`src/rtl/prod_enc_pkg.sv`:
```
package prod_enc_pkg;

    localparam int ROW_DATA_W = 4;
    localparam int ROW_CODE_W = 8;
    localparam int ROW_PAR_W  = ROW_CODE_W - ROW_DATA_W;

    typedef logic [ROW_DATA_W-1:0] row_data_t;
    typedef logic [ROW_CODE_W-1:0] row_code_t;
    typedef logic [ROW_PAR_W-1:0]  row_chk_t;

    typedef enum logic {
        PH_DATA = 1'b0,
        PH_PAR  = 1'b1
    } phase_e;

    typedef struct packed {
        logic      last;
        row_code_t bits;
    } out_beat_t;

    // Systematic extended Hamming (8,4): data low, parity high.
    function automatic row_code_t hamm_encode(input row_data_t d);
        row_chk_t p;
        p[0] = d[0] ^ d[1] ^ d[3];
        p[1] = d[0] ^ d[2] ^ d[3];
        p[2] = d[1] ^ d[2] ^ d[3];
        p[3] = ^d ^ p[0] ^ p[1] ^ p[2];
        return {p, d};
    endfunction

    // All-zero result means the row is a codeword.
    function automatic row_chk_t hamm_syndrome(input row_code_t c);
        row_chk_t s;
        s[0] = c[4] ^ c[0] ^ c[1] ^ c[3];
        s[1] = c[5] ^ c[0] ^ c[2] ^ c[3];
        s[2] = c[6] ^ c[1] ^ c[2] ^ c[3];
        s[3] = ^c;
        return s;
    endfunction

endpackage

```
`src/rtl/prod_row_enc.sv`:
```
module prod_row_enc
    import prod_enc_pkg::*;
(
    input  row_data_t data_i,
    output row_code_t code_o
);
    always_comb begin
        code_o = hamm_encode(data_i);
    end

    always_comb begin
        assert_rowcode_R3: assert (hamm_syndrome(code_o) == '0);
    end
endmodule

```
`src/rtl/prod_col_acc.sv`:
```
module prod_col_acc
    import prod_enc_pkg::*;
(
    input  logic      clk,
    input  logic      rst,
    input  logic      add_en,
    input  row_code_t add_row,
    input  logic      clr,
    output row_code_t acc_o
);
    row_code_t acc_q;

    always_ff @(posedge clk) begin
        if (rst) begin
            acc_q <= '0;
        end else if (clr) begin
            acc_q <= '0;
        end else if (add_en) begin
            acc_q <= acc_q ^ add_row;
        end
    end

    assign acc_o = acc_q;

    assert_clear_R7: assert property (@(posedge clk) disable iff (rst)
        clr |=> (acc_q == '0));

    assert_no_overlap_R5: assert property (@(posedge clk) disable iff (rst)
        !(clr && add_en));
endmodule

```
`src/rtl/prod_seq.sv`:
```
module prod_seq
    import prod_enc_pkg::*;
#(
    parameter int ROWS = 4
) (
    input  logic   clk,
    input  logic   rst,
    input  logic   row_fire,
    input  logic   par_fire,
    output phase_e phase_o,
    output logic   final_row_o
);
    localparam int CNT_W = (ROWS > 1) ? $clog2(ROWS) : 1;
    localparam logic [CNT_W-1:0] LAST_IDX = CNT_W'(ROWS - 1);

    logic [CNT_W-1:0] cnt_q;
    phase_e           phase_q;

    assign final_row_o = (cnt_q == LAST_IDX);
    assign phase_o     = phase_q;

    always_ff @(posedge clk) begin
        if (rst) begin
            cnt_q   <= '0;
            phase_q <= PH_DATA;
        end else begin
            if (row_fire) begin
                if (final_row_o) begin
                    cnt_q   <= '0;
                    phase_q <= PH_PAR;
                end else begin
                    cnt_q <= cnt_q + 1'b1;
                end
            end else if (par_fire) begin
                phase_q <= PH_DATA;
            end
        end
    end

    assert_cnt_range_R4: assert property (@(posedge clk) disable iff (rst)
        cnt_q <= LAST_IDX);

    assert_par_cnt_R4: assert property (@(posedge clk) disable iff (rst)
        (phase_q == PH_PAR) |-> (cnt_q == '0));
endmodule

```
`src/rtl/prod_enc.sv`:
```
module prod_enc
    import prod_enc_pkg::*;
#(
    parameter int ROWS = 4
) (
    input  logic                  clk,
    input  logic                  rst,
    input  logic                  in_valid,
    output logic                  in_ready,
    input  logic [ROW_DATA_W-1:0] in_data,
    output logic                  out_valid,
    input  logic                  out_ready,
    output logic [ROW_CODE_W-1:0] out_data,
    output logic                  out_last
);
    row_code_t enc_row;
    row_code_t col_par;
    phase_e    phase;
    logic      final_row;
    logic      slot_free;
    logic      row_fire;
    logic      par_fire;
    out_beat_t beat_q;
    logic      valid_q;

    assign slot_free = !valid_q || out_ready;
    assign in_ready  = (phase == PH_DATA) && slot_free;
    assign row_fire  = in_valid && in_ready;
    assign par_fire  = (phase == PH_PAR) && slot_free;

    prod_row_enc u_row (
        .data_i (in_data),
        .code_o (enc_row)
    );

    prod_col_acc u_col (
        .clk     (clk),
        .rst     (rst),
        .add_en  (row_fire),
        .add_row (enc_row),
        .clr     (par_fire),
        .acc_o   (col_par)
    );

    prod_seq #(.ROWS(ROWS)) u_seq (
        .clk         (clk),
        .rst         (rst),
        .row_fire    (row_fire),
        .par_fire    (par_fire),
        .phase_o     (phase),
        .final_row_o (final_row)
    );

    always_ff @(posedge clk) begin
        if (rst) begin
            valid_q <= 1'b0;
            beat_q  <= '0;
        end else if (row_fire) begin
            valid_q <= 1'b1;
            beat_q  <= '{last: 1'b0, bits: enc_row};
        end else if (par_fire) begin
            valid_q <= 1'b1;
            beat_q  <= '{last: 1'b1, bits: col_par};
        end else if (out_ready) begin
            valid_q <= 1'b0;
        end
    end

    assign out_valid = valid_q;
    assign out_data  = beat_q.bits;
    assign out_last  = beat_q.last;

    assert_reset_R1: assert property (@(posedge clk)
        rst |=> (!out_valid && in_ready));

    assert_hold_R6: assert property (@(posedge clk) disable iff (rst)
        (out_valid && !out_ready) |=> (out_valid && $stable(out_data) && $stable(out_last)));

    assert_codeword_R3: assert property (@(posedge clk) disable iff (rst)
        out_valid |-> (hamm_syndrome(out_data) == '0));

    assert_parity_gap_R5: assert property (@(posedge clk) disable iff (rst)
        (row_fire && final_row) |=> !in_ready);

    assert_one_last_R4: assert property (@(posedge clk) disable iff (rst)
        (out_valid && out_ready && out_last) |=> !(out_valid && out_last));

    assert_data_beat_R2: assert property (@(posedge clk) disable iff (rst)
        row_fire |=> (out_valid && !out_last && out_data[ROW_DATA_W-1:0] == $past(in_data)));
endmodule

```
`config.mk`:
```
export PLATFORM = sky130hd
export DESIGN_NAME = prod_enc
export DESIGN_NICKNAME = d
export VERILOG_FILES = /design/src/rtl/prod_enc_pkg.sv /design/src/rtl/prod_row_enc.sv /design/src/rtl/prod_col_acc.sv /design/src/rtl/prod_seq.sv /design/src/rtl/prod_enc.sv
export SDC_FILE = /design/constraint.sdc
export NUM_CORES = 1
export LEC_CHECK = 0
export BUFFER_PORTS_ARGS = -buffer_cell sky130_fd_sc_hd__buf_4
export CORE_MARGIN = 1
export CORE_UTILIZATION = 25
export DETAILED_ROUTE_END_ITERATION = 8
export GPL_TIMING_DRIVEN = 1
export PLACE_DENSITY_LB_ADDON = 0.2
export SETUP_SLACK_MARGIN = 0.2
export SYNTH_ARGS = -nofsm -noshare
export SYNTH_HDL_FRONTEND = slang
export SYNTH_HIERARCHICAL = 1
export SYNTH_SLANG_ARGS = --single-unit
```
`constraint.sdc`:
```
create_clock -name clk -period 4.7 [get_ports clk]
set_clock_uncertainty 0.2 [all_clocks]
set_input_delay 1.41 -clock clk [delete_from_list [all_inputs] [get_ports clk]]
set_output_delay 1.41 -clock clk [all_outputs]
set_load 0.02 [all_outputs]
```
==> impl_metrics.yaml <==
power_and_ir_drop:
  netSwitchingFraction_pct: 26.79
  p_leak_uw: 0.0005110
  power.switching_uw: 108.8
  p_per_area_nw_per_um2: 315.0
  ir_worst_vdd_mv: 0.08228
  p_clk_share_pct: 30.0
  comb_power_share_pct: 20.9
  p_int_uw: 297.3
  p_seq_share_pct: 49.1
clock_tree:
  ctsRootBufferMaster: "clkbuf_8"
  cts.clk_slew.worst_paths_ns: 0.08
  post-cts-setup-buffer-count: 0
  htreeDepth: 1
  cts_buffer_depth: 2
  cts_hold_buffers: 0
  cts_tree: "built"
  cts_resized: 0
  insertion_delay_ns: 0.26
  cts_sinks: 21
  numCtsBuffers: 3
placement:
  place_area_um2: 1244
  place_hpwl_um: 1609
  gp_congestion: 0.6972
  io_buffer_count: 18
sta:
  period_share_pct: 77.70
  finalCriticalPeriod_ns: 3.652
  worst_slew_pin_slew_ns: 0.7261
  setup_violations: 0
  fmax_mhz: 273.8
  hold_violations: 0
  setup_tns_ns: 0
  final_max_slew_viol_count: 0
  rsz0062_at_grt: "no"
  timing.hold.ws_ns: 0.2962
  max_slew_margin_pct: 51.59
yosys:
  synthArstFlopShare_pct: 0
  synth_top_area_cell: "dfxtp_1"
  synth_edf_count: 0
  synth_area_um2: 1129
  syn_area_per_cell_um2: 11.40
  synthTopCellsByArea: "dfxtp_1 (37%), a221o_1 (7.1%), nor4b_1 (6.2%), a21bo_2 (5.3%), nand3b_1 (5.3%)"
  synthFlopType: "dfxtp_1"
  syn_nets: 108
  ys_ff_latch: 21
  synth-warning-count: 6
  yosysSeqAreaShare_pct: 37.25
  synth_cell_types: 32
  synth_top_area_share_pct: 37.25
  synthCells: 99
worst_setup_path:
  cp.required_ns: 3.09
  worstSetupPathType: "in -> out"
  crit_arrival_ns: 2.04
  critPathLaunchType: "input pin"
  critPathMaxFanout: 11
  critPathCaptureType: "output pin"
run_status:
  outcome: "completed"
grt:
  grt_first_pass_wirelength_um: 4036
  grt_max_degree: 22
  grt_pass1_vias: 816
  grt_antenna_before_repair: 0
  grt_use_total_pct: 10.79
  grt.overflow.total: 0
die:
  die_h_um: 69.19
  die-area_um2: 4787
  num_io_pins: 19
  initial_utilization_pct: 25.92
  rows: 24
  die_w_um: 69.19
  coreArea_um2: 4354
detailed_routing:
  wire_per_inst_um: 14.46
  wl_um: 2371
  ant_nets: 0
  drt_iter0_drc: 42
  vias_per_cell: 4.817
  dr.pass1.iters: 4
  drcViolationCount: 0
  vias: 790
hold_path:
  hold_path_class: "reg -> reg"
layout:
  final_area_um2: 1289
  nets: 122
  area_growth_pct: 14.19
  n_antenna_cell: 0
  drive_above_1_share_pct: 33.04
job:
  cap_violations: 0
[critical path, cell delays in order]
cell and delay, ns:
buf_4 0.11, nor2b_1 0.10, buf_4 0.19, nor2_2 0.06, buf_4 0.18
[synth_stat cells (2+ instances only)]
cell / number
buf_2: 2
a221o_1: 8
a21oi_2: 3
xor3_1: 2
a21bo_1: 2
a21oi_1: 7
nand2b_1: 3
buf_4: 4
buf_6: 2
nor2_1: 2
nor4b_1: 8
and2_1: 2
xor3_4: 2
nand3b_1: 8
dfxtp_1: 21
a21bo_2: 6
buf_8: 2
[routing by layer]
metal  GRT usage, %  routed length [um]  vias to the layer above
li1               -                   -                      397
met1          13.93                1197                      372
met2          16.50                1033                       16
met3          2.035                  77                        5
met4          6.803                  63                        0
met5              0                   0                        -
[cells by family after synthesis]
group	count (synthesis)	synth area share (%)
xor gates and xnor gates	4	9.091
muxes	1	0.8870
DFF	21	37.25
and+or+nand+nor	33	21.18
AOI/OAI and AO/OA	29	22.29
buffers and inverters	10	8.204
adders and majority gates	1	1.108
[stage by stage]
step	util (%)	std cells	setup WS (ns)	total power, uW
floorplan	-	99	1.246	267.7
global placement	28.56	160	1.049	286.5
detailed placement	28.56	160	1.046	289.1
CTS	29.60	164	1.044	412.4
global route	29.60	164	1.018	425.2
finish	29.60	164	1.048	406.0
[worst paths after layout]
check | from | to | slack (ns) | cells past startpoint
worst max-delay path | out_ready | in_ready | 1.05 | 5
worst min-delay path | out_data[2] | out_data[2] | 0.30 | 1
worst max register to register | out_valid | u_seq/cnt_q[0] | 2.52 | 6
worst min register to register | out_data[2] | out_data[2] | 0.30 | 1
[layout by cell type (no fill, tap or decap), types with 2 or more instances in the layout]
cell       n
dfxtp_1   21
buf_4     19
nor4b_1    8
a221o_1    8
nand3b_1   8
a21oi_1    7
a21bo_2    6
nand2b_1   3
clkbuf_8   3
a21oi_2    3
and2_1     2
nor2_1     2
a21bo_1    2
xor3_4     2
xor3_1     2
[flip-flops by register name, indices dropped and copies added (netlist names)]
| register | cells |
|---|---|
| out_data | 8 |
| u_seq/phase_o | 1 |
| out_last | 1 |
| out_valid | 1 |
| u_col/acc_o | 8 |
| u_seq/cnt_q | 2 |
[cell type report]
cell class	count	area [um^2]
Tap cell	52	65.06
Multi-Input combinational cell	68	615.6
Timing Repair Buffer	19	142.6
Fill cell	455	3065
Sequential cell	21	420.4
Clock buffer	4	45.04
[power groups by stage]
stage                     Sequential [uW]  Combinational (uW)  Clock, uW
after floorplan                       209                58.9          0
after global placement                203                83.6          0
after detailed placement              204                85.4          0
after CTS                             200                85.9        127
after global routing                  202                92.4        131
final                                 200                84.8        122
Power figures use the tool's default switching activity.
